[src/rtl/belt_alarm_pkg.sv]
package belt_alarm_pkg;

    typedef enum logic [1:0] {
        ST_IDLE  = 2'd0,
        ST_ARMED = 2'd1,
        ST_ALERT = 2'd2
    } ctl_state_e;

endpackage

[src/rtl/input_sampler.sv]
module input_sampler (
    input  logic clk,
    input  logic rst,
    input  logic key_in,
    input  logic belt_in,
    output logic key_rise,
    output logic key_fall,
    output logic belt_on
);
    typedef struct packed {
        logic key_s;
        logic key_p;
        logic belt_s;
    } smp_t;

    smp_t r_d, r_q;

    always_comb begin
        r_d        = r_q;
        r_d.key_s  = key_in;
        r_d.key_p  = r_q.key_s;
        r_d.belt_s = belt_in;
    end

    always_ff @(posedge clk) begin
        if (rst) r_q <= '0;
        else     r_q <= r_d;
    end

    assign key_rise = r_q.key_s & ~r_q.key_p;
    assign key_fall = ~r_q.key_s & r_q.key_p;
    assign belt_on  = r_q.belt_s;

endmodule

[src/rtl/sec_prescaler.sv]
module sec_prescaler #(
    parameter int CLKS_PER_SEC = 200_000_000
) (
    input  logic clk,
    input  logic rst,
    input  logic clear,
    output logic tick
);
    localparam int PW = (CLKS_PER_SEC > 1) ? $clog2(CLKS_PER_SEC) : 1;
    localparam logic [PW-1:0] LAST = PW'(CLKS_PER_SEC - 1);

    typedef struct packed {
        logic [PW-1:0] cnt;
    } pre_t;

    pre_t r_d, r_q;

    always_comb begin
        r_d = r_q;
        if (clear)               r_d.cnt = '0;
        else if (r_q.cnt == LAST) r_d.cnt = '0;
        else                     r_d.cnt = r_q.cnt + 1'b1;
    end

    always_ff @(posedge clk) begin
        if (rst) r_q <= '0;
        else     r_q <= r_d;
    end

    assign tick = (r_q.cnt == LAST);

    assert_pre_range_R5: assert property (@(posedge clk) disable iff (rst)
        r_q.cnt <= LAST);

endmodule

[src/rtl/sec_counter.sv]
module sec_counter #(
    parameter int WARN_SECS  = 5,
    parameter int LIMIT_SECS = 10,
    parameter int SW         = 4
) (
    input  logic          clk,
    input  logic          rst,
    input  logic          restart,
    input  logic          tick,
    output logic [SW-1:0] secs,
    output logic          at_warn,
    output logic          at_limit
);
    localparam logic [SW-1:0] WARN_V  = SW'(WARN_SECS);
    localparam logic [SW-1:0] LIMIT_V = SW'(LIMIT_SECS);

    typedef struct packed {
        logic [SW-1:0] sec;
    } cnt_t;

    cnt_t r_d, r_q;

    always_comb begin
        r_d = r_q;
        if (restart)                      r_d.sec = '0;
        else if (tick && r_q.sec < LIMIT_V) r_d.sec = r_q.sec + 1'b1;
    end

    always_ff @(posedge clk) begin
        if (rst) r_q <= '0;
        else     r_q <= r_d;
    end

    assign secs     = r_q.sec;
    assign at_warn  = (r_q.sec == WARN_V);
    assign at_limit = (r_q.sec == LIMIT_V);

    assert_sec_bound_R5: assert property (@(posedge clk) disable iff (rst)
        r_q.sec <= LIMIT_V);

    assert_sec_step_R5: assert property (@(posedge clk) disable iff (rst)
        (!restart && !tick) |=> $stable(r_q.sec));

endmodule

[src/rtl/belt_ctl_fsm.sv]
module belt_ctl_fsm
    import belt_alarm_pkg::*;
(
    input  logic       clk,
    input  logic       rst,
    input  logic       key_rise,
    input  logic       key_fall,
    input  logic       belt_on,
    input  logic       at_warn,
    input  logic       at_limit,
    output logic       start,
    output logic       alarm,
    output ctl_state_e state
);
    typedef struct packed {
        ctl_state_e st;
        logic       alarm;
    } fsm_t;

    fsm_t r_d, r_q;

    always_comb begin
        r_d   = r_q;
        start = 1'b0;
        unique case (r_q.st)
            ST_IDLE: begin
                if (key_rise) begin
                    r_d.st = ST_ARMED;
                    start  = 1'b1;
                end
            end
            ST_ARMED: begin
                if (key_fall || belt_on) r_d.st = ST_IDLE;
                else if (at_warn)        r_d.st = ST_ALERT;
            end
            ST_ALERT: begin
                if (at_limit || belt_on || key_fall) r_d.st = ST_IDLE;
            end
            default: r_d.st = ST_IDLE;
        endcase
        r_d.alarm = (r_d.st == ST_ALERT);
    end

    always_ff @(posedge clk) begin
        if (rst) begin
            r_q.st    <= ST_IDLE;
            r_q.alarm <= 1'b0;
        end else begin
            r_q <= r_d;
        end
    end

    assign alarm = r_q.alarm;
    assign state = r_q.st;

    assert_alarm_match_R8: assert property (@(posedge clk) disable iff (rst)
        r_q.alarm == (r_q.st == ST_ALERT));

    assert_code_legal_R9: assert property (@(posedge clk) disable iff (rst)
        r_q.st != 2'd3);

    assert_exit_wins_R7: assert property (@(posedge clk) disable iff (rst)
        (r_q.st == ST_ARMED && at_warn && (belt_on || key_fall)) |=> (r_q.st == ST_IDLE));

    assert_idle_hold_R10: assert property (@(posedge clk) disable iff (rst)
        (r_q.st == ST_IDLE && !key_rise) |=> (r_q.st == ST_IDLE));

endmodule

[src/rtl/belt_reminder.sv]
module belt_reminder
    import belt_alarm_pkg::*;
#(
    parameter int CLKS_PER_SEC = 200_000_000,
    parameter int WARN_SECS    = 5,
    parameter int LIMIT_SECS   = 10
) (
    input  logic       clk,
    input  logic       rst,
    input  logic       key_in,
    input  logic       belt_in,
    output logic       alarm,
    output logic [1:0] state_code
);
    localparam int SW = $clog2(LIMIT_SECS + 1);

    logic          key_rise, key_fall, belt_on;
    logic          tick, start, at_warn, at_limit;
    logic [SW-1:0] secs;
    ctl_state_e    st;

    input_sampler u_smp (
        .clk      (clk),
        .rst      (rst),
        .key_in   (key_in),
        .belt_in  (belt_in),
        .key_rise (key_rise),
        .key_fall (key_fall),
        .belt_on  (belt_on)
    );

    sec_prescaler #(.CLKS_PER_SEC(CLKS_PER_SEC)) u_pre (
        .clk   (clk),
        .rst   (rst),
        .clear (start),
        .tick  (tick)
    );

    sec_counter #(.WARN_SECS(WARN_SECS), .LIMIT_SECS(LIMIT_SECS), .SW(SW)) u_cnt (
        .clk      (clk),
        .rst      (rst),
        .restart  (start),
        .tick     (tick),
        .secs     (secs),
        .at_warn  (at_warn),
        .at_limit (at_limit)
    );

    belt_ctl_fsm u_fsm (
        .clk      (clk),
        .rst      (rst),
        .key_rise (key_rise),
        .key_fall (key_fall),
        .belt_on  (belt_on),
        .at_warn  (at_warn),
        .at_limit (at_limit),
        .start    (start),
        .alarm    (alarm),
        .state    (st)
    );

    assign state_code = st;

    assert_arm_restart_R2: assert property (@(posedge clk) disable iff (rst)
        (st == ST_ARMED && $past(st) == ST_IDLE) |-> (secs == '0));

    assert_alert_entry_R4: assert property (@(posedge clk) disable iff (rst)
        (st == ST_ALERT && $past(st) == ST_ARMED) |-> $past(at_warn));

    assert_alert_exit_R6: assert property (@(posedge clk) disable iff (rst)
        (st == ST_ALERT && (belt_on || key_fall)) |=> (st == ST_IDLE && !alarm));

endmodule

[config.mk]
export PLATFORM = sky130hd
export DESIGN_NAME = belt_reminder
export DESIGN_NICKNAME = d
export VERILOG_FILES = /design/src/rtl/belt_alarm_pkg.sv /design/src/rtl/input_sampler.sv /design/src/rtl/sec_prescaler.sv /design/src/rtl/sec_counter.sv /design/src/rtl/belt_ctl_fsm.sv /design/src/rtl/belt_reminder.sv
export SDC_FILE = /design/constraint.sdc
export NUM_CORES = 1
export LEC_CHECK = 0
export BUFFER_PORTS_ARGS = -buffer_cell sky130_fd_sc_hd__buf_2
export CAP_MARGIN = 5
export CORE_MARGIN = 2
export CORE_UTILIZATION = 40
export CTS_BUF_LIST = sky130_fd_sc_hd__clkbuf_8 sky130_fd_sc_hd__clkbuf_16
export DETAILED_ROUTE_END_ITERATION = 10
export SYNTH_ARGS = -nofsm -noshare
export SYNTH_HDL_FRONTEND = slang
export SYNTH_SLANG_ARGS = --single-unit
[constraint.sdc]
create_clock -name clk -period 2.4 [get_ports clk]
set_clock_uncertainty 0.05 [all_clocks]
set_input_delay 0.24 -clock clk [delete_from_list [all_inputs] [get_ports clk]]
set_output_delay 0.24 -clock clk [all_outputs]
set_load 0.02 [all_outputs]
======== Yosys cells after proc, flatten, opt, wreduce, memory -nomap -nowiden ========
Cells that the tools add are included.
cells by class
  add/sub/neg operators ................... 2
  multipliers ............................. 0
  divide/modulo/power cells ............... 0
  magnitude comparators ................... 1
  eq/ne operators ......................... 6
  shift operators ......................... 0
  muxes and demuxes ....................... 7
  bitwise logic cells ..................... 4
  reduce and logical (&&, ||, !) cells .... 7
operators with widths
  cell                                                number
  adder 28 x 1 -> 28 bit (second input constant)      1
  == test 28 bit (second input constant)              1
  two-way mux 2 bit                                   4
  one-hot mux 2 bit (3 select lines)                  1
  adder 4 x 1 -> 4 bit (second input constant)        1
  == test 2 bit (second input constant)               2
  == test 4 x 3 -> 1 bit (second input constant)      1
  == test 4 bit (second input constant)               1
  less-than comparator 4 bit (second input constant)  1
  logical OR 1 bit                                    3
  OR reduction 3 bit                                  1
  bitwise AND 1 bit                                   2
  == test 2 x 1 -> 1 bit (second input constant)      1
  zero test 2 bit                                     1
  two-way mux 1 bit                                   2
  inverter 1 bit                                      2
  OR reduction 2 bit                                  1
  logical AND 1 bit                                   1
storage, ports and cells
  flip-flop bits (word level) ............. 38
  latch bits .............................. 0
  RAM bits ................................ 0
  ROM bits ................................ 0
  input bits .............................. 4
  output and inout port bits .............. 3
  word-level logic and storage cells ...... 34
  memories kept ........................... 0

======== Depth between registers and ports, before layout ========
  depth after elaboration ................. 6
  depth in mapped cells ................... 8
  gate-level depth less buffers ........... 6

======== Hierarchy ========
From an unflattened synthesis, not the netlist that was laid out.
second synthesis, totals
  cells, all modules ...................... 191
  area, all modules ....................... 1754.2 um2
by module, submodules not included
  module         instances  cells each  area an instance (um2)  seq. area each (um2)
  sec_prescaler  1          147         1295.0                  560.5
  sec_counter    1          25          239.0                   80.1
  belt_ctl_fsm   1          11          128.9                   60.1
  input_sampler  1          8           91.3                    60.1

======== Worst setup path before layout ========
Ideal clock, no wire load.
  path kind ............................... register to register
  start ................................... register u_pre.r_q[14] (netlist bit)
  end ..................................... register u_pre.r_q[26] (netlist bit)
  setup time .............................. 0.115 ns
  arrival ................................. 1.737 ns
  data required time ...................... 2.235 ns
  slack ................................... 0.498 ns
  stages on the path, launching flop included .. 8
  path buffers ............................ 2
  period minus slack after synthesis ...... 1.902 ns
  path through ............................ dfxtp_1 nand4_2 or4_4 nor3_4 or2_1 buf_6 buf_12 nor2_1
between the ends
  cells in the longest elaborated chain, start to end .. 2
  elaborated cells on any way between the ends .. 3
  classes of those cells .................. add/sub (1); eq/ne (1); reduce/logical (1)
RTL lines
  what                                                            line                 source
  start, declared                                                 sec_prescaler.sv:16  pre_t r_d, r_q;
  start signal, assigned                                          sec_prescaler.sv:27  else r_q <= r_d;
  branches (longest 2 deep; another with adder 28 x 1 -> 28 bit)  -
Several ways; the timed one is not identified.
A chain may end at the register's enable or synchronous reset.

======== Worst setup path after layout ========
  start ................................... register u_pre.r_q[14] (netlist bit)
  end ..................................... register u_pre.r_q[4] (netlist bit)
between the ends
  cells in the longest elaborated chain, start to end .. 2
RTL lines
  what                          line                 source
  == test 28 bit                sec_prescaler.sv:21  else if (r_q.cnt == LAST) r_d.cnt = '0;
  OR reduction 3 bit (no line)  -
Every way passes these cells.

==> impl_metrics.prom <==
# TYPE chip_impl_metric gauge
chip_impl_metric{name="grt.overflow.total",unit=""} 0
chip_impl_metric{name="powerDensity",unit="mW/mm^2"} 583
chip_impl_info{name="critPathKind",value="flop to flop"} 1
chip_impl_metric{name="grt_antenna_before_repair",unit=""} 0
chip_impl_metric{name="synth-seq-area-share",unit="%"} 43.2
chip_impl_info{name="grt_setup_unrepaired",value="no"} 1
chip_impl_metric{name="timing.final.setup_violations",unit=""} 0
chip_impl_metric{name="syn_inst",unit=""} 190
chip_impl_metric{name="io_buffers",unit=""} 6
chip_impl_info{name="cp_startpoint_kind",value="flop"} 1
chip_impl_metric{name="start_util",unit="%"} 41.0
chip_impl_metric{name="timing_worst_slew_pin_value",unit="ns"} 0.568
chip_impl_metric{name="tritoncts.num_buffers",unit=""} 5
chip_impl_metric{name="yosys_warnings",unit=""} 0
chip_impl_metric{name="cts.sink_count",unit=""} 38
chip_impl_metric{name="post_cts_resize_count",unit=""} 0
chip_impl_metric{name="track_usage",unit="%"} 13.6
chip_impl_metric{name="path_buf_inv",unit=""} 1
chip_impl_metric{name="timing.final.max_slew_violations",unit=""} 0
chip_impl_metric{name="place_inst",unit=""} 248
chip_impl_metric{name="routed_wl",unit="um"} 2940
chip_impl_metric{name="postSynth.asyncResetShare",unit="%"} 0
chip_impl_metric{name="first_global_vias",unit=""} 1189
chip_impl_info{name="final_common_cell",value="dfxtp_1"} 1
chip_impl_metric{name="whs_path_depth",unit=""} 2
chip_impl_metric{name="initialDrtViolationCount",unit=""} 65
chip_impl_metric{name="postCtsHoldBufs",unit=""} 0
chip_impl_metric{name="worst_ir_drop_vdd",unit="uV"} 439
chip_impl_metric{name="detail_route.vias_per_cell",unit=""} 4.93
chip_impl_metric{name="number_of_nets_in_the_layout",unit=""} 211
chip_impl_info{name="clock_tree_from_tritoncts",value="yes"} 1
chip_impl_metric{name="diodes",unit=""} 0
chip_impl_metric{name="cellLeakagePower",unit="uW"} 0.000719
chip_impl_metric{name="htree_levels",unit=""} 2
chip_impl_metric{name="yosys.cell_types.count",unit=""} 39
chip_impl_metric{name="final.period_utilization",unit="%"} 85.3
chip_impl_metric{name="critical_path_arrival",unit="ns"} 2.17
chip_impl_metric{name="final-instance-count-excl-fill",unit=""} 256
chip_impl_metric{name="timing.final.crit_period",unit="ns"} 2.05
chip_impl_metric{name="mappedNetlistArea",unit="mm^2"} 0.00176
chip_impl_info{name="cts_root_buf",value="clkbuf_8"} 1
chip_impl_metric{name="die-area",unit="mm^2"} 0.00494
chip_impl_metric{name="fp-row-count",unit=""} 24
chip_impl_metric{name="ys_ff_latch",unit=""} 38
chip_impl_metric{name="drtPass1Iterations",unit=""} 4
chip_impl_metric{name="antenna_left",unit=""} 0
chip_impl_info{name="layout_common_cells",value="dfxtp_1, nor2_1, xor2_1"} 1
chip_impl_metric{name="reg2reg_depth",unit=""} 6
chip_impl_metric{name="grt_first_pass_wirelength",unit="um"} 5400
chip_impl_metric{name="mappedNetlistNets",unit=""} 198
chip_impl_info{name="crit_path_cell_trace",value="nand4_2 > or4_4 > nor3_4 > or2_1 > buf_12 > nor2_1"} 1
chip_impl_metric{name="synth_edf_count",unit=""} 0
chip_impl_info{name="result_of_the_run",value="finished clean"} 1
chip_impl_metric{name="timing.critical_path.fanout_max",unit=""} 27
chip_impl_metric{name="ctsLongestPathBuffers",unit=""} 2
chip_impl_metric{name="worstPathRequired",unit="ns"} 2.52
chip_impl_metric{name="drv_cap",unit=""} 0
chip_impl_metric{name="syn-mean-instance-area",unit="um^2"} 9.26
chip_impl_info{name="highest-signal-layer",value="met4"} 1
chip_impl_info{name="crit_slowest_cell",value="or4_4"} 1
chip_impl_metric{name="worst_path_largest_cell_delay",unit="ns"} 0.57
chip_impl_metric{name="insertion_delay",unit="ns"} 0.28
chip_impl_metric{name="met3_routed_wirelength",unit="um"} 92
chip_impl_metric{name="critical_path_depth",unit=""} 6
chip_impl_metric{name="max-slew-margin-rel",unit="%"} 61.8
chip_impl_metric{name="layout-drive-gt1-share",unit="%"} 12.3
chip_impl_metric{name="finalHoldViolCount",unit=""} 0
chip_impl_info{name="worst_min_delay_path_class",value="input port to flop"} 1
chip_impl_metric{name="drt-met1-wl",unit="um"} 1610
chip_impl_metric{name="dr_total_vias",unit=""} 1261
chip_impl_metric{name="wl_met2",unit="um"} 1190
chip_impl_metric{name="cts.repair_timing.setup_buffer_count",unit=""} 0
chip_impl_metric{name="max_freq",unit="MHz"} 489
chip_impl_metric{name="die_y",unit="um"} 70.3
chip_impl_metric{name="place.gp.congestion",unit=""} 0.758
chip_impl_metric{name="clk_pin_slew",unit="ns"} 0.07
chip_impl_metric{name="coreArea",unit="mm^2"} 0.00429
chip_impl_info{name="ys_dominant_reg_cell",value="dfxtp_1"} 1
chip_impl_metric{name="floorplan.io_pins",unit=""} 7
chip_impl_metric{name="area_growth_syn_to_layout",unit="%"} 9.89
chip_impl_info{name="endpoint_kind",value="flop"} 1
chip_impl_metric{name="die_x",unit="um"} 70.3
chip_impl_metric{name="drcViolationCount",unit=""} 0
chip_impl_metric{name="timing.setup.tns",unit="ns"} 0
chip_impl_metric{name="dp.final_hpwl",unit="um"} 2040
chip_impl_info{name="crit_family",value="simple AND/OR/NAND/NOR gates"} 1
chip_impl_metric{name="route.detailed.wl_per_inst",unit="um"} 11.5
chip_impl_metric{name="grt_max_degree",unit=""} 28
metrics by stage:
step | area [um^2] | hold slack (ns) | setup slack, ns | utilization (%) | power, uW
2_1_floorplan | 1760 | 0.262 | 0.498 | - | 697
3_3_place_gp | 1840 | 0.397 | 0.380 | 42.9 | 701
3_5_place_dp | 1840 | 0.406 | 0.374 | 42.9 | 701
4_1_cts | 1930 | 0.113 | 0.356 | 45.0 | 1140
5_1_grt | 1930 | 0.138 | 0.252 | 45.0 | 1170
6_report | 1930 | 0.114 | 0.354 | 45.0 | 1130
report_power, final:
group	total (uW)	internal (uW)	switching [uW]
sequential	645	638	6.89
combinational	41.0	17.4	23.6
clock	440	227	213
layout make-up:
| cell class | count | area [um^2] |
|---|---|---|
| Clock inverter | 2 | 8.76 |
| Clock buffer | 6 | 82.6 |
| Tap cell | 52 | 65.1 |
| Fill cell | 433 | 2360 |
| Inverter | 5 | 18.8 |
| Timing Repair Buffer | 10 | 72.6 |
| Multi-Input combinational cell | 143 | 925 |
| Sequential cell | 38 | 761 |
path summary, 6_finish.rpt:
| kind | from | slack (ns) | to |
|---|---|---|---|
| worst max register to register | u_pre.r_q[14] | 0.35 | u_pre.r_q[4] |
| worst min-delay path | key_in | 0.11 | u_smp.r_d[1] |
| worst min register to register | u_smp.belt_on | 0.41 | u_fsm.state[1] |
| worst max-delay path | u_pre.r_q[14] | 0.35 | u_pre.r_q[4] |
layer usage:
layer | vias up | global-route usage (%)
met2 | 16 | 19.1
met1 | 556 | 19.2
met4 | 0 | 5.13
li1 | 683 | -
met3 | 6 | 4.33
met5 | - | 0
state kept, by name (all words and copies together) (netlist names):
signal         count
u_smp.belt_on      1
u_pre.r_q         28
u_cnt.secs         4
u_smp.r_d          1
u_smp.r_q          1
u_fsm.state        2
u_fsm.alarm        1
Yosys cell counts, types with 2 or more instances:
library cell / number / area share, %
xor2_1: 17 / 8.5
nand3_1: 15 / 4.3
buf_12: 2 / 2.3
and4_1: 3 / 1.5
nand4_1: 6 / 2.1
and3_1: 2 / 0.71
o21ai_0: 2 / 0.57
nor2b_1: 6 / 2.1
inv_1: 5 / 1.1
nor4b_1: 2 / 1.0
a2111oi_0: 2 / 1.0
nor3_1: 4 / 1.1
nand2_1: 12 / 2.6
a21oi_1: 4 / 1.1
xnor2_1: 9 / 4.5
nor2_1: 34 / 7.3
dfxtp_1: 38 / 43
nor4_1: 3 / 1.1
ha_1: 4 / 2.8
kinds of logic after synthesis:
family	synth area share, %
fa+ha+maj	2.85
flops	43.2
compound gates	5.48
buf+inv	4.20
xor+xnor	12.9
simple gates	31.3
worst register-to-register path: stages (launching register included):
cell and delay [ns]:
dfxtp_1 0.41, nand4_2 0.20, or4_4 0.57, nor3_4 0.26, or2_1 0.19, buf_12 0.18, nor2_1 0.07
No activity file was read; power rests on OpenSTA's default activity.
